[src/rtl/tfg_pkg.sv]
`timescale 1ns/1ps
package tfg_pkg;
  typedef enum logic [2:0] {
    SEC_GUARD,
    SEC_HDR,
    SEC_CTRL,
    SEC_SPC,
    SEC_MSG
  } sec_e;

  localparam int HDR_BITS  = 24;
  localparam int CTRL_BITS = 32;
  localparam int BYTE_W    = 8;
endpackage

[src/rtl/tfg_cfg_snap.sv]
`timescale 1ns/1ps
module tfg_cfg_snap #(
  parameter int N_MSG = 4,
  parameter int LEN_W = 6,
  parameter int GAP_W = 4
) (
  input  logic                   clk,
  input  logic                   rst_n,
  input  logic                   capture,
  input  logic                   use_live,
  input  logic [7:0]             live_addr,
  input  logic [3:0]             live_proto,
  input  logic [3:0]             live_refer,
  input  logic [7:0]             live_type,
  input  logic [7:0]             live_hop,
  input  logic [GAP_W-1:0]       live_guard,
  input  logic [GAP_W-1:0]       live_spacer,
  input  logic [N_MSG-1:0]       live_valid,
  input  logic [N_MSG*LEN_W-1:0] live_len,
  output logic [7:0]             eff_addr,
  output logic [3:0]             eff_proto,
  output logic [3:0]             eff_refer,
  output logic [7:0]             eff_type,
  output logic [7:0]             eff_hop,
  output logic [GAP_W-1:0]       eff_guard,
  output logic [GAP_W-1:0]       eff_spacer,
  output logic [N_MSG-1:0]       eff_act,
  output logic [N_MSG*LEN_W-1:0] eff_len
);
  logic [N_MSG-1:0]       live_act;
  logic [7:0]             s_addr, s_type, s_hop;
  logic [3:0]             s_proto, s_refer;
  logic [GAP_W-1:0]       s_guard, s_spacer;
  logic [N_MSG-1:0]       s_act;
  logic [N_MSG*LEN_W-1:0] s_len;

  for (genvar g = 0; g < N_MSG; g++) begin : g_act
    assign live_act[g] = live_valid[g] && (live_len[g*LEN_W +: LEN_W] != '0);
  end

  always_ff @(posedge clk or negedge rst_n) begin
    if (!rst_n) begin
      s_addr   <= '0;
      s_proto  <= '0;
      s_refer  <= '0;
      s_type   <= '0;
      s_hop    <= '0;
      s_guard  <= '0;
      s_spacer <= '0;
      s_act    <= '0;
      s_len    <= '0;
    end else if (capture) begin
      s_addr   <= live_addr;
      s_proto  <= live_proto;
      s_refer  <= live_refer;
      s_type   <= live_type;
      s_hop    <= live_hop;
      s_guard  <= live_guard;
      s_spacer <= live_spacer;
      s_act    <= live_act;
      s_len    <= live_len;
    end
  end

  always_comb begin
    eff_addr   = use_live ? live_addr   : s_addr;
    eff_proto  = use_live ? live_proto  : s_proto;
    eff_refer  = use_live ? live_refer  : s_refer;
    eff_type   = use_live ? live_type   : s_type;
    eff_hop    = use_live ? live_hop    : s_hop;
    eff_guard  = use_live ? live_guard  : s_guard;
    eff_spacer = use_live ? live_spacer : s_spacer;
    eff_act    = use_live ? live_act    : s_act;
    eff_len    = use_live ? live_len    : s_len;
  end
endmodule

[src/rtl/tfg_seq.sv]
`timescale 1ns/1ps
module tfg_seq
  import tfg_pkg::*;
#(
  parameter int N_MSG   = 4,
  parameter int LEN_W   = 6,
  parameter int GAP_W   = 4,
  parameter int N_SLOTS = 8,
  localparam int IW = (N_MSG > 1) ? $clog2(N_MSG) : 1,
  localparam int SW = (N_SLOTS > 1) ? $clog2(N_SLOTS) : 1,
  localparam int CW = (LEN_W + 3 > 6) ? LEN_W + 3 : 6
) (
  input  logic                   clk,
  input  logic                   rst_n,
  input  logic                   adv,
  input  logic [GAP_W-1:0]       guard_len,
  input  logic [GAP_W-1:0]       spacer_len,
  input  logic [N_MSG-1:0]       act,
  input  logic [N_MSG*LEN_W-1:0] lens,
  output sec_e                   sec,
  output logic [IW-1:0]          idx,
  output logic [CW-1:0]          cnt,
  output logic [SW-1:0]          slot,
  output logic                   at_fstart
);
  sec_e            sec_q, sec_n;
  logic [IW-1:0]   idx_q, idx_n, first_idx, next_idx;
  logic [CW-1:0]   cnt_q, cnt_n, msg_last;
  logic [SW-1:0]   slot_q, slot_n;
  logic [LEN_W-1:0] len_cur;
  logic            any_act, has_next, last, frame_end;

  // source search: lowest active, and lowest active above the current one
  always_comb begin
    any_act   = |act;
    first_idx = '0;
    next_idx  = '0;
    has_next  = 1'b0;
    len_cur   = '0;
    for (int i = N_MSG - 1; i >= 0; i--) begin
      if (act[i]) first_idx = IW'(i);
      if (act[i] && (i > int'(idx_q))) begin
        next_idx = IW'(i);
        has_next = 1'b1;
      end
      if (IW'(i) == idx_q) len_cur = lens[i*LEN_W +: LEN_W];
    end
    msg_last = CW'({len_cur, 3'b000}) - CW'(1);
  end

  always_comb begin
    unique case (sec_q)
      SEC_GUARD: last = (cnt_q == CW'(guard_len));
      SEC_HDR:   last = (cnt_q == CW'(HDR_BITS - 1));
      SEC_CTRL:  last = (cnt_q == CW'(CTRL_BITS - 1));
      SEC_SPC:   last = (cnt_q == CW'(spacer_len));
      SEC_MSG:   last = (cnt_q == msg_last);
      default:   last = 1'b1;
    endcase
  end

  always_comb begin
    sec_n     = sec_q;
    idx_n     = idx_q;
    cnt_n     = cnt_q;
    slot_n    = slot_q;
    frame_end = 1'b0;
    if (adv) begin
      if (!last) begin
        cnt_n = cnt_q + CW'(1);
      end else begin
        cnt_n = '0;
        unique case (sec_q)
          SEC_GUARD: sec_n = SEC_HDR;
          SEC_HDR:   sec_n = SEC_CTRL;
          SEC_CTRL: begin
            if (any_act) begin
              sec_n = SEC_SPC;
              idx_n = first_idx;
            end else begin
              sec_n     = SEC_GUARD;
              frame_end = 1'b1;
            end
          end
          SEC_SPC:   sec_n = SEC_MSG;
          SEC_MSG: begin
            if (has_next) begin
              sec_n = SEC_SPC;
              idx_n = next_idx;
            end else begin
              sec_n     = SEC_GUARD;
              frame_end = 1'b1;
            end
          end
          default:   sec_n = SEC_GUARD;
        endcase
      end
      if (frame_end)
        slot_n = (slot_q == SW'(N_SLOTS - 1)) ? '0 : slot_q + SW'(1);
    end
  end

  always_ff @(posedge clk or negedge rst_n) begin
    if (!rst_n) begin
      sec_q  <= SEC_GUARD;
      idx_q  <= '0;
      cnt_q  <= '0;
      slot_q <= '0;
    end else begin
      sec_q  <= sec_n;
      idx_q  <= idx_n;
      cnt_q  <= cnt_n;
      slot_q <= slot_n;
    end
  end

  assign sec       = sec_q;
  assign idx       = idx_q;
  assign cnt       = cnt_q;
  assign slot      = slot_q;
  assign at_fstart = (sec_q == SEC_GUARD) && (cnt_q == '0);


  slot_wrap_chk: assert property (@(posedge clk) disable iff (!rst_n)
    (frame_end && slot_q == SW'(N_SLOTS - 1)) |=> (slot_q == '0));


  slot_hold_chk: assert property (@(posedge clk) disable iff (!rst_n)
    !frame_end |=> $stable(slot_q));


  frame_restart_chk: assert property (@(posedge clk) disable iff (!rst_n)
    frame_end |=> (sec_q == SEC_GUARD && cnt_q == '0));
endmodule

[src/rtl/tfg_bit_sel.sv]
`timescale 1ns/1ps
module tfg_bit_sel
  import tfg_pkg::*;
#(
  parameter int N_MSG = 4,
  parameter int IW    = 2,
  parameter int CW    = 9
) (
  input  sec_e                    sec,
  input  logic [IW-1:0]           idx,
  input  logic [CW-1:0]           cnt,
  input  logic [2:0]              slot,
  input  logic [7:0]              addr,
  input  logic [3:0]              proto,
  input  logic [3:0]              refer,
  input  logic [7:0]              kind,
  input  logic [7:0]              hop,
  input  logic [7:0]              total,
  input  logic [N_MSG*BYTE_W-1:0] msg_data,
  output logic                    bit_o
);
  logic [HDR_BITS-1:0]  hdr_word, hdr_sh;
  logic [CTRL_BITS-1:0] ctrl_word, ctrl_sh;
  logic [BYTE_W-1:0]    byte_cur, byte_sh;

  always_comb begin
    hdr_word  = {addr, proto, refer, (slot == 3'd0), slot, 4'b0000};
    ctrl_word = {kind, hop, total, 8'h00};
    byte_cur  = '0;
    for (int i = 0; i < N_MSG; i++)
      if (IW'(i) == idx) byte_cur = msg_data[i*BYTE_W +: BYTE_W];
    hdr_sh  = hdr_word << cnt;
    ctrl_sh = ctrl_word << cnt;
    byte_sh = byte_cur << cnt[2:0];
    unique case (sec)
      SEC_HDR:  bit_o = hdr_sh[HDR_BITS-1];
      SEC_CTRL: bit_o = ctrl_sh[CTRL_BITS-1];
      SEC_MSG:  bit_o = byte_sh[BYTE_W-1];
      default:  bit_o = ~cnt[0];
    endcase
  end
endmodule

[src/rtl/tdma_framer.sv]
`timescale 1ns/1ps
module tdma_framer
  import tfg_pkg::*;
#(
  parameter int N_MSG   = 4,
  parameter int LEN_W   = 6,
  parameter int GAP_W   = 4,
  parameter int N_SLOTS = 8
) (
  input  logic                     clk,
  input  logic                     rst_n,
  input  logic                     bit_en,
  input  logic [7:0]               cfg_addr,
  input  logic [3:0]               cfg_proto,
  input  logic [3:0]               cfg_refer,
  input  logic [7:0]               cfg_type,
  input  logic [7:0]               cfg_hop,
  input  logic [GAP_W-1:0]         cfg_guard,
  input  logic [GAP_W-1:0]         cfg_spacer,
  input  logic [N_MSG-1:0]         msg_valid,
  input  logic [N_MSG*LEN_W-1:0]   msg_len,
  input  logic [N_MSG*BYTE_W-1:0]  msg_data,
  output logic [N_MSG-1:0]         msg_ready,
  output logic                     ser_bit,
  output logic                     ser_valid,
  output logic                     frame_start,
  output logic                     sf_start
);
  localparam int IW    = (N_MSG > 1) ? $clog2(N_MSG) : 1;
  localparam int SW    = (N_SLOTS > 1) ? $clog2(N_SLOTS) : 1;
  localparam int CW    = (LEN_W + 3 > 6) ? LEN_W + 3 : 6;
  localparam int TOT_W = LEN_W + IW + 1;

  logic [1:0]             rst_pipe;
  logic                   rst_i_n;
  logic [7:0]             e_addr, e_type, e_hop, total8;
  logic [3:0]             e_proto, e_refer;
  logic [GAP_W-1:0]       e_guard, e_spacer;
  logic [N_MSG-1:0]       e_act;
  logic [N_MSG*LEN_W-1:0] e_len;
  logic [TOT_W-1:0]       total;
  sec_e                   sec;
  logic [IW-1:0]          idx;
  logic [CW-1:0]          cnt;
  logic [SW-1:0]          slot;
  logic                   at_fstart, bit_nx, rdy_fire;
  logic                   bit_q, valid_q, fs_q, sfs_q;

  // asynchronous assert, synchronous release
  always_ff @(posedge clk or negedge rst_n) begin
    if (!rst_n) rst_pipe <= 2'b00;
    else        rst_pipe <= {rst_pipe[0], 1'b1};
  end
  assign rst_i_n = rst_pipe[1];

  tfg_cfg_snap #(.N_MSG(N_MSG), .LEN_W(LEN_W), .GAP_W(GAP_W)) i_snap (
    .clk(clk), .rst_n(rst_i_n),
    .capture(bit_en && at_fstart), .use_live(at_fstart),
    .live_addr(cfg_addr), .live_proto(cfg_proto), .live_refer(cfg_refer),
    .live_type(cfg_type), .live_hop(cfg_hop),
    .live_guard(cfg_guard), .live_spacer(cfg_spacer),
    .live_valid(msg_valid), .live_len(msg_len),
    .eff_addr(e_addr), .eff_proto(e_proto), .eff_refer(e_refer),
    .eff_type(e_type), .eff_hop(e_hop),
    .eff_guard(e_guard), .eff_spacer(e_spacer),
    .eff_act(e_act), .eff_len(e_len)
  );

  tfg_seq #(.N_MSG(N_MSG), .LEN_W(LEN_W), .GAP_W(GAP_W), .N_SLOTS(N_SLOTS)) i_seq (
    .clk(clk), .rst_n(rst_i_n), .adv(bit_en),
    .guard_len(e_guard), .spacer_len(e_spacer),
    .act(e_act), .lens(e_len),
    .sec(sec), .idx(idx), .cnt(cnt), .slot(slot), .at_fstart(at_fstart)
  );

  always_comb begin
    total = '0;
    for (int i = 0; i < N_MSG; i++)
      if (e_act[i]) total = total + TOT_W'(e_len[i*LEN_W +: LEN_W]);
    total8 = 8'(total);
  end

  tfg_bit_sel #(.N_MSG(N_MSG), .IW(IW), .CW(CW)) i_bits (
    .sec(sec), .idx(idx), .cnt(cnt), .slot(3'(slot)),
    .addr(e_addr), .proto(e_proto), .refer(e_refer),
    .kind(e_type), .hop(e_hop), .total(total8),
    .msg_data(msg_data), .bit_o(bit_nx)
  );

  assign rdy_fire = bit_en && (sec == SEC_MSG) && (cnt[2:0] == 3'b111);
  for (genvar g = 0; g < N_MSG; g++) begin : g_rdy
    assign msg_ready[g] = rdy_fire && (idx == IW'(g));
  end

  always_ff @(posedge clk or negedge rst_i_n) begin
    if (!rst_i_n) begin
      bit_q   <= 1'b0;
      valid_q <= 1'b0;
      fs_q    <= 1'b0;
      sfs_q   <= 1'b0;
    end else begin
      valid_q <= bit_en;
      fs_q    <= bit_en && at_fstart;
      sfs_q   <= bit_en && at_fstart && (slot == '0);
      if (bit_en) bit_q <= bit_nx;
    end
  end

  assign ser_bit     = bit_q;
  assign ser_valid   = valid_q;
  assign frame_start = fs_q;
  assign sf_start    = sfs_q;


  ready_onehot_chk: assert property (@(posedge clk) disable iff (!rst_i_n)
    $onehot0(msg_ready));


  ready_tick_chk: assert property (@(posedge clk) disable iff (!rst_i_n)
    (|msg_ready) |-> bit_en);


  sf_in_frame_chk: assert property (@(posedge clk) disable iff (!rst_i_n)
    sf_start |-> frame_start);


  valid_idle_chk: assert property (@(posedge clk) disable iff (!rst_i_n)
    !bit_en |=> !ser_valid);
endmodule

[config.mk]
export PLATFORM = sky130hd
export DESIGN_NAME = tdma_framer
export DESIGN_NICKNAME = d
export VERILOG_FILES = /design/src/rtl/tfg_pkg.sv /design/src/rtl/tfg_cfg_snap.sv /design/src/rtl/tfg_seq.sv /design/src/rtl/tfg_bit_sel.sv /design/src/rtl/tdma_framer.sv
export SDC_FILE = /design/constraint.sdc
export NUM_CORES = 1
export LEC_CHECK = 0
export ABC_AREA = 0
export BUFFER_PORTS_ARGS = -buffer_cell sky130_fd_sc_hd__buf_2
export CAP_MARGIN = 20
export CORE_UTILIZATION = 52
export CTS_BUF_LIST = sky130_fd_sc_hd__clkbuf_2 sky130_fd_sc_hd__clkbuf_4 sky130_fd_sc_hd__clkbuf_8
export DETAILED_ROUTE_END_ITERATION = 12
export PLACE_DENSITY_LB_ADDON = 0.3
export SYNTH_ARGS = -nofsm -noshare
export SYNTH_HDL_FRONTEND = slang
export SYNTH_HIERARCHICAL = 1
export SYNTH_SLANG_ARGS = --single-unit
[constraint.sdc]
create_clock -name clk -period 6.4 [get_ports clk]
set_input_delay 0.64 -clock clk [delete_from_list [all_inputs] [get_ports clk]]
set_output_delay 0.64 -clock clk [all_outputs]
set_load 0.01 [all_outputs]
## After elaboration in Yosys (flattened, before gate mapping)

Index checks and enable logic that the tools add are counted.

- Reduce and logical (&&, ||, !) cells: 29
- Bitwise operators: 1
- Shift operators: 3
- Magnitude comparators: 3
- $add $sub $neg: 6
- Multiplexer cells: 46
- Equal/unequal tests: 19

Operators by type and width:

| cell | count |
|---|---|
| 8-bit 2-to-1 mux | 10 |
| 32-bit by 9-bit left shift with 32-bit output | 1 |
| 6-bit 2-to-1 mux | 5 |
| 24-bit 2-to-1 mux | 1 |
| 6-bit nonzero test | 4 |
| 24-bit by 9-bit left shift with 24-bit output | 1 |
| 2-bit 2-to-1 mux | 11 |
| 4-bit 2-to-1 mux | 5 |
| 9-bit by 4-bit equality test with 1-bit output | 2 |
| 9-bit by 5-bit equality test with 1-bit output (second input constant) | 2 |
| 8-bit by 6-bit adder with 8-bit output | 2 |
| 1-bit logical AND | 16 |
| 3-bit one-hot mux with 5 select lines | 1 |
| 9-bit by 1-bit adder with 9-bit output (second input constant) | 1 |
| 3-bit equality test (second input constant) | 3 |
| 9-bit equality test | 1 |
| 9-bit logical NOT | 1 |
| 9-bit 2-to-1 mux | 1 |
| 9-bit by 1-bit subtractor with 9-bit output (second input constant) | 1 |
| 8-bit by 3-bit left shift with 8-bit output | 1 |
| 6-bit by 6-bit adder with 7-bit output | 1 |
| 1-bit 2-to-1 mux | 7 |
| 3-bit by 2-bit equality test with 1-bit output (second input constant) | 2 |
| 3-bit logical NOT | 2 |
| 21 further kinds | 25 |

- Input port bits: 103
- Output and inout bits: 8
- Bits in registers: 91

## Depth between registers and ports, before layout

Gate-level depths: netlist (run 1).

- Depth in word-level cells: 13
- Gate-level depth with buffers: 37
- Mapped depth without buffers: 33

## Hierarchy

The synthesis (run 1) kept the hierarchy.

Modules (own cells, without submodules):

| module | cells each | area each (sq um) | instances |
|---|---|---|---|
| tfg_cfg_snap | 240 | 3758.6 | 1 |
| tfg_seq | 189 | 1679.1 | 1 |
| tdma_framer | 155 | 1298.7 | 1 |
| tfg_bit_sel | 94 | 854.6 | 1 |

## Worst setup path after synthesis (run 1)

No wires, ideal clock.

- Path kind: register to register
- Start: register i_seq.sec_q[2] (netlist: i_seq/sec[2])
- End: register bit_q (netlist: ser_bit)
- Data required time: 6.275 ns
- Stages on the path, launching flop included: 36
- Arrival time: 6.797 ns
- Slack: -0.522 ns
- Cell sequence: dfrtp_1 > clkbuf_1 > clkbuf_1 > nor4_1 > nand4b_1 > nor4_1 > buf_6 > buf_6 > mux2i_1 > a21oi_1 > buf_6 > and2_2 > ha_1 > inv_1 > fa_1 > nor2b_1 > a21oi_1 > o211ai_1 > mux2i_1 > or2_2 > ha_1 > a21oi_1 > xnor2_1 > mux2_2 > ha_1 > o41ai_1 > a31oi_1 > o21ai_0 > o21ai_0 > mux4_1 > nor2_1 > a31oi_1 > a21oi_1 > a2111o_1 > o211ai_2 > mux2_2

- Longest elaborated chain between the ends: 12
- Elaborated cells on any way between the ends: 22

RTL lines:

| element | line | source |
|---|---|---|
| start, declared | tfg_seq.sv:26 | `sec_e sec_q, sec_n;` |
| start signal, assigned | tfg_seq.sv:110 | `sec_q <= sec_n;` |
| 3-bit logical NOT (*) | tfg_seq.sv:121 | `assign at_fstart = (sec_q == SEC_GUARD) && (cnt_q == '0);` |
| 1-bit logical AND (*) | tfg_seq.sv:121 |  |
| net at_fstart | tdma_framer.sv:46 | `logic at_fstart, bit_nx, rdy_fire;` |
| 4-bit 2-to-1 mux (*) | tfg_cfg_snap.sv:73 | `eff_act = use_live ? live_act : s_act;` |
| net e_act[0] | tdma_framer.sv:39 | `logic [N_MSG-1:0] e_act;` |
| 6-bit 2-to-1 mux (*) | tdma_framer.sv:79 | `if (e_act[i]) total = total + TOT_W'(e_len[i*LEN_W +: LEN_W]);` |
| 6-bit by 6-bit adder with 7-bit output | tdma_framer.sv:79 |  |
| 8-bit 2-to-1 mux (*) | tdma_framer.sv:79 |  |
| 8-bit by 6-bit adder with 8-bit output | tdma_framer.sv:79 |  |
| 8-bit 2-to-1 mux (*) | tdma_framer.sv:79 |  |
| 8-bit by 6-bit adder with 8-bit output | tdma_framer.sv:79 |  |
| 8-bit 2-to-1 mux (*) | tdma_framer.sv:79 |  |
| net total[7] | tdma_framer.sv:41 | `logic [TOT_W-1:0] total;` |
| 32-bit by 9-bit left shift with 32-bit output (*) | tfg_bit_sel.sv:33 | `ctrl_sh = ctrl_word << cnt;` |
| 1-bit one-hot mux with 3 select lines (*) | tfg_bit_sel.sv:35 | `unique case (sec)` |
| net bit_nx | tdma_framer.sv:46 |  |
| end signal, assigned | tdma_framer.sv:105 | `if (bit_en) bit_q <= bit_nx;` |
| end, declared | tdma_framer.sv:47 | `logic bit_q, valid_q, fs_q, sfs_q;` |

The timed path passes the listed nets; every way through them passes the cells marked *.
A chain may end at the register's enable or synchronous reset.

## Worst setup path in the final report (run 1)

- Start: register i_seq.cnt_q[5] (netlist: i_seq/cnt[5])
- End: register bit_q (netlist: ser_bit)

- Longest elaborated chain between the ends: 12
- Elaborated cells on any way between the ends: 19

RTL lines:

| element | line | source |
|---|---|---|
| start, declared | tfg_seq.sv:28 | `logic [CW-1:0] cnt_q, cnt_n, msg_last;` |
| start signal, assigned | tfg_seq.sv:112 | `cnt_q <= cnt_n;` |
| 9-bit logical NOT (*) | tfg_seq.sv:121 |  |
| 1-bit logical AND (*) | tfg_seq.sv:121 |  |
| net at_fstart | tdma_framer.sv:46 |  |
| 24-bit 2-to-1 mux (*) | tfg_cfg_snap.sv:74 | `eff_len = use_live ? live_len : s_len;` |
| net e_len[0] | tdma_framer.sv:40 | `logic [N_MSG*LEN_W-1:0] e_len;` |
| 6-bit 2-to-1 mux (*) | tdma_framer.sv:79 |  |
| 6-bit by 6-bit adder with 7-bit output | tdma_framer.sv:79 |  |
| 8-bit 2-to-1 mux (*) | tdma_framer.sv:79 |  |
| 8-bit by 6-bit adder with 8-bit output | tdma_framer.sv:79 |  |
| 8-bit 2-to-1 mux (*) | tdma_framer.sv:79 |  |
| 8-bit by 6-bit adder with 8-bit output | tdma_framer.sv:79 |  |
| 8-bit 2-to-1 mux (*) | tdma_framer.sv:79 |  |
| net total[7] | tdma_framer.sv:41 |  |
| 32-bit by 9-bit left shift with 32-bit output (*) | tfg_bit_sel.sv:33 |  |
| 1-bit one-hot mux with 3 select lines (*) | tfg_bit_sel.sv:35 |  |
| net bit_nx | tdma_framer.sv:46 |  |

Marks and branches as above.

==> results of run 1 <==
-- cell families (layout without fill, tap and decap cells) --
logic type      Yosys count  after routing  synth area share [%]
flops                    91             91                 30.00
fa+ha+maj                27             27                 4.731
mux                     183            183                 32.82
simple gates            160            160                 12.36
other cells               1              1               0.04940
xor+xnor                 23             23                 2.654
buf+inv                  63            199                 5.390
compound gates          130            130                 12.00
-- area by class of cell --
class / instances / area share, %
Clock buffer: 11 / 1.700
Clock inverter: 5 / 0.4777
Inverter: 21 / 0.9132
Multi-Input combinational cell: 524 / 57.94
Sequential cell: 91 / 25.61
Tap cell: 180 / 2.529
Timing Repair Buffer: 162 / 10.83
-- repair_timing --
action                                  in CTS  in global routing
buffers inserted                            15                  3
cloned                                       0                  0
hold buffers                                 0                  0
gates resized for setup                     20                 15
pin swaps                                   19                 25
endpoints found under the setup margin       1                  1
-- power breakdown --
part           switching, uW  leakage (uW)  internal, uW
combinational            338       0.00289           238
sequential              25.1       0.00123           605
clock                    218     0.0000969           167
-- worst max-delay path: cells and delay by family (launching register included) --
family                   cells  cell delay [ns]
XOR/XNOR                     1             0.07
AND/OR/NAND/NOR              7             1.29
multiplexers                 5             1.69
adder cells (fa/ha/maj)      4             0.92
flip-flops                   1             0.40
AO/OA/AOI/OAI               13             1.52
buffers and inverters        3             0.38
-- layer usage --
layer | track usage [%] | vias to the layer above
li1 | - | 2804
met2 | 41.54 | 134
met5 | 0 | -
met3 | 4.322 | 20
met1 | 34.78 | 2958
met4 | 8.003 | 0
-- synthesized netlist by cell type, types with 4 or more instances --
| library cell | count | area, um^2 |
|---|---|---|
| a21oi_1 | 21 | 105.1 |
| nor3b_1 | 8 | 60.06 |
| nand4_1 | 8 | 50.05 |
| mux2_4 | 67 | 1006 |
| nand2b_1 | 8 | 50.05 |
| mux4_1 | 7 | 183.9 |
| a211oi_1 | 6 | 45.04 |
| nor2b_1 | 11 | 68.82 |
| o31ai_1 | 7 | 52.55 |
| nand3_1 | 6 | 30.03 |
| and2_1 | 4 | 25.02 |
| clkbuf_1 | 12 | 45.04 |
| a22o_1 | 4 | 35.03 |
| o22ai_1 | 6 | 37.54 |
| and3_1 | 4 | 25.02 |
| xor2_1 | 5 | 43.79 |
| a31oi_1 | 14 | 87.58 |
| a21o_1 | 5 | 37.54 |
| nor4_1 | 8 | 50.05 |
| mux2i_1 | 22 | 220.2 |
| nand2_1 | 26 | 97.59 |
| mux2_2 | 78 | 878.3 |
| buf_6 | 17 | 191.4 |
| buf_2 | 9 | 45.04 |
| ha_1 | 23 | 287.8 |
| o21a_1 | 10 | 75.07 |
| nor3_1 | 16 | 80.08 |
| nor2_1 | 33 | 123.9 |
| o21ai_0 | 26 | 130.1 |
| o211ai_1 | 5 | 37.54 |
| dfrtp_1 | 91 | 2277 |
| xnor2_1 | 18 | 157.7 |
| mux4_2 | 9 | 202.7 |
| nor4b_1 | 5 | 43.79 |
| inv_1 | 20 | 75.07 |
-- state kept, by name, indices dropped and copies added (netlist names) --
signal,flops
frame_start,1
i_seq/cnt,9
i_seq/idx,2
i_seq/sec,3
i_seq/slot,3
i_snap/s_act,4
i_snap/s_addr,8
i_snap/s_guard,4
i_snap/s_hop,8
i_snap/s_len,24
i_snap/s_proto,4
i_snap/s_refer,4
i_snap/s_spacer,4
i_snap/s_type,8
rst_pipe,2
ser_bit,1
ser_valid,1
sf_start,1
-- final timing paths --
path                            depth (start not counted)  slack, ns                           to                     start
worst max-delay path                                   33       0.03          ser_bit$_DFFE_PN0P_  i_seq/cnt[5]$_DFFE_PN0P_
worst min-delay path                                    1       0.03        rst_pipe[1]$_DFF_PN0_                     rst_n
worst max register to register                         33       0.03          ser_bit$_DFFE_PN0P_  i_seq/cnt[5]$_DFFE_PN0P_
worst min register to register                          0       0.21  i_snap/s_hop[3]$_DFFE_PN0P_     rst_pipe[1]$_DFF_PN0_
max in group asynchronous                               1       5.57    i_seq/slot[0]$_DFFE_PN0P_     rst_pipe[1]$_DFF_PN0_
min in group clk                                        0       0.37        rst_pipe[1]$_DFF_PN0_     rst_pipe[0]$_DFF_PN0_
-- per-stage QoR --
step / hold slack [ns] / setup slack (ns) / cells
after floorplan: 0.3312 / -0.1394 / 678
after global placement: 0.3407 / 0.08375 / 960
after detailed placement: 0.3411 / -0.1415 / 960
after CTS: 0.009996 / -0.01729 / 991
after global routing: 0.005729 / -0.2765 / 994
final: 0.02997 / 0.02921 / 994
==> results.yml, run 1 <==
global_routing:
  grt_pass1_wl_um: 29610
  antenna_found_initial: 0
  grt_pass1_vias: 5929
  grt_overflow: 0
  grt_max_degree: 90
  grt_use_total_pct: 25.58
timing:
  hold_viol: 0
  report.final.slew_viol_count: 0
  setup_tns_ns: 0
  fin_crit_sh_pct: 99.54
  setup_viol: 0
  tightest_slew_ns: 0.8844
  slew_headroom_pct: 41.04
  fmax_ghz: 0.1570
  rsz0062_at_grt: "true"
  skew_ns: 0.01039
  period_minus_slack_ns: 6.371
synth:
  synth_ff_type: "dfrtp_1"
  yosys_warnings: 6
  synth.avg_cell_area_um2: 11.20
  yosysUniqueCellTypes: 75
  netlist_area_um2: 7591
  synthArstFlopShare_pct: 100.0
  synth_edf_count: 0
  seq_area_frac_synth_pct: 30.00
  synth_seq_cells: 91
  syn_inst: 678
  syn_nets: 807
detailed_routing:
  post_drt_wl_per_cell_um: 18.62
  vias: 5916
  vias_per_cell: 5.952
  ant_nets: 0
  routed-wl-met2_um: 9042
  drtPass1Iterations: 5
  wl_met3_um: 757
  drc: 0
  drt-met1-wl_um: 8458
  highest_layer: "met4"
  routed_wl_um: 18510
  drt_iter0_drc: 326
die:
  die-width_um: 122.8
  core.rowCount: 43
  die_area_um2: 15080
  design.portCount: 111
  core_um2: 14040
  start_util_pct: 54.06
  die_y_um: 122.8
critical_path:
  cp_max_fo: 3
  critical_path.max_stage_delay_ns: 0.51
  crit_arrival_ns: 6.64
  end_kind: "flip-flop"
  path_class: "flip-flop to flip-flop"
  crit_top_cell: "mux2_4"
  crit_slowest_cell: "mux4_2"
  start_kind: "flip-flop"
  critical_path_required_ns: 6.67
clock_network:
  cts_root_buf: "clkbuf_8"
  cts_tree: "built"
  clock-sinks: 91
  cts_htree_levels: 3
  path_clk_slew_ns: 0.10
  clock_latency_ns: 0.38
  cts_max_path_buffers: 2
  cts_made_buffers: 9
place:
  hpwl_um: 13700
  io_buffers: 110
  gp_congestion: 0.8542
  placed_cell_area_um2: 8378
final_layout:
  fin_area_um2: 8906
  final_util_pct: 63.42
  n_fill_cell: 1142
  drive_gt1_share_pct: 47.79
  area_growth_pct: 17.32
  num_antenna_cells: 0
  multiInputGateArea_um2: 5160
  num-nets-final: 938
  mostFrequentLayoutCells: "buf_2, dfrtp_1, mux2_2"
  area.sequential_um2: 2281
  final_common_cell: "buf_2"
power_and_ir_drop:
  total_power_uw: 1591
  p_per_area_nw_per_um2: 178.7
  p_leak_uw: 0.004219
  ir_drop_uv: 165.0
hold_path:
  hp-class: "input port to async pin"
run_status:
  status: "completed"
job:
  maxCapViolCount: 0
Note: power is estimated with default switching activity, not from simulation.
==> inputs of run 2 (changes only) <==
- PLACE_DENSITY: default -> 0.78
- PLACE_DENSITY_LB_ADDON: 0.3 -> default
==> run 2 against run 1 <==
The run now ends with setup timing left. Cell area up 0.41%. Die area unchanged. Sequential cell count unchanged. Critical path depth down 1. Final cell count up 0.60%. Count of clock-buffer cells in the layout down 1. Combinational power about the same. Register-to-register slack worse by 0.22 ns. Global-route usage up 0.66 points. Critical path type unchanged. Largest power group unchanged.
==> results.yml, run 2 (synthesis results as in run 1) <==
final_layout:
  num_antenna_cells: 0
  final_common_cell: "buf_2"
  drive_gt1_share_pct: 47.93
  largest_register_ff_count: 24
  mostFrequentLayoutCells: "buf_2, dfrtp_1, mux2_2"
  area_growth_pct: 17.80
  num-nets-final: 944
  max_flop_register: "i_snap/s_len"
timing:
  tightest_slew_ns: 0.7616
  fin_crit_sh_pct: 103.0
  slew_headroom_pct: 49.23
  rsz0062_at_grt: "true"
  skew_ns: 0.02106
  fmax_ghz: 0.1518
  whs_ns: 0.03064
  fin_ws_ns: -0.1889
  setup_tns_ns: -0.1889
  setup_viol: 1
  period_minus_slack_ns: 6.589
  report.final.slew_viol_count: 0
  hold_viol: 0
global_routing:
  grtUsageMet1_pct: 32.52
  grt_max_degree: 90
  grt_pass1_wl_um: 30710
  antenna_found_initial: 0
  top_usage_layer: "met2"
  grt_use_total_pct: 26.24
  grt_util_met2_pct: 45.12
  grt_overflow: 0
  grt_pass1_vias: 6275
  use_met3_pct: 4.879
clock_network:
  cts_tree: "built"
  cts_max_path_buffers: 2
  cts_htree_levels: 3
  clock_latency_ns: 0.37
  clock-sinks: 91
  cts_root_buf: "clkbuf_8"
  path_clk_slew_ns: 0.10
  cts_made_buffers: 9
critical_path:
  crit_arrival_ns: 6.86
  crit_slowest_cell: "mux4_2"
  path_buf_inv: 4
  critical_path.max_stage_delay_ns: 0.47
  path_class: "flip-flop to flip-flop"
  critical_path_required_ns: 6.67
  start_kind: "flip-flop"
  path_delay_family: "compound AO/OA/AOI/OAI gates"
  cp_max_fo: 5
  end_kind: "flip-flop"
job:
  maxCapViolCount: 0
run_status:
  status: "complete, but fails checks"
  violations: "setup timing"
power_and_ir_drop:
  p_per_area_nw_per_um2: 180.7
  ir_drop_uv: 163.4
  p_leak_uw: 0.004241
die:
  start_util_pct: 54.06
  die_area_um2: 15080
  core.rowCount: 43
  design.portCount: 111
  core_um2: 14040
  die-width_um: 122.8
  die_y_um: 122.8
detailed_routing:
  ant_nets: 0
  post_drt_wl_per_cell_um: 19.85
  vias: 6148
  drtPass1Iterations: 5
  routed_wl_um: 19850
  drt_iter0_drc: 442
  vias_per_cell: 6.148
  drc: 0
place:
  io_buffers: 110
  hpwl_um: 14040
  gp_congestion: 0.8912
hold_path:
  hp-class: "input port to async pin"
-- run 2: cell types whose count changed in the layout (fill, tap and decap cells not counted), sizes merged --
cell / before / now
clkinv: 2 / 1
bufinv: 0 / 1
inv: 23 / 22
clkbuf: 11 / 10
clkinvlp: 1 / 3
buf: 162 / 168
-- run 2: routing by layer --
layer / part of all wire [%] / vias up
met5: 0 / -
met4: 2.1 / 0
met3: 5.6 / 43
met2: 51 / 220
met1: 41 / 3054
li1: - / 2831
-- run 2: path summary, 6_finish.rpt --
kind	cells after the start	slack, ns	end	startpoint
setup / recovery	32	-0.19	ser_bit$_DFFE_PN0P_	i_seq/cnt[5]$_DFFE_PN0P_
hold / removal	1	0.03	rst_pipe[1]$_DFF_PN0_	rst_n
setup reg to reg	32	-0.19	ser_bit$_DFFE_PN0P_	i_seq/cnt[5]$_DFFE_PN0P_
hold reg to reg	0	0.36	rst_pipe[1]$_DFF_PN0_	rst_pipe[0]$_DFF_PN0_
max in group asynchronous	2	5.35	i_seq/idx[0]$_DFFE_PN0P_	rst_pipe[1]$_DFF_PN0_
min in group clk	0	0.36	rst_pipe[1]$_DFF_PN0_	rst_pipe[0]$_DFF_PN0_
-- run 2: per-stage QoR --
step                      instances  setup slack (ns)  power [uW]  instance area (um^2)  util, %
after floorplan                 678           -0.1394        1037                  7684        -
after global placement          957           0.08121        1177                  8356    59.50
after detailed placement        957           -0.1286        1196                  8356    59.50
after CTS                       992         -0.007193        1612                  8788    62.59
after global routing           1000           -0.4884        1692                  8942    63.68
final                          1000           -0.1889        1616                  8942    63.68
-- run 2: cell type report --
| type | instances | area, um^2 |
|---|---|---|
| clock buffers | 10 | 131.4 |
| inverters | 21 | 78.83 |
| clock inverters | 6 | 72.57 |
| multi-input cells | 524 | 5124 |
| flip-flops and latches | 91 | 2281 |
| fillers | 1051 | 5100 |
| repair buffers | 168 | 1030 |
| well taps | 180 | 225.2 |
-- run 2: repair_timing --
action | in CTS | in global routing
resized for setup | 15 | 15
cloned | 0 | 0
hold buffers | 0 | 0
pin swaps | 21 | 27
buffers inserted | 19 | 8
endpoints found under the setup margin | 1 | 1
-- run 2: power by group --
group	switching [uW]	internal, uW
clock	221	189
combinational	340	238
sequential	22.4	605
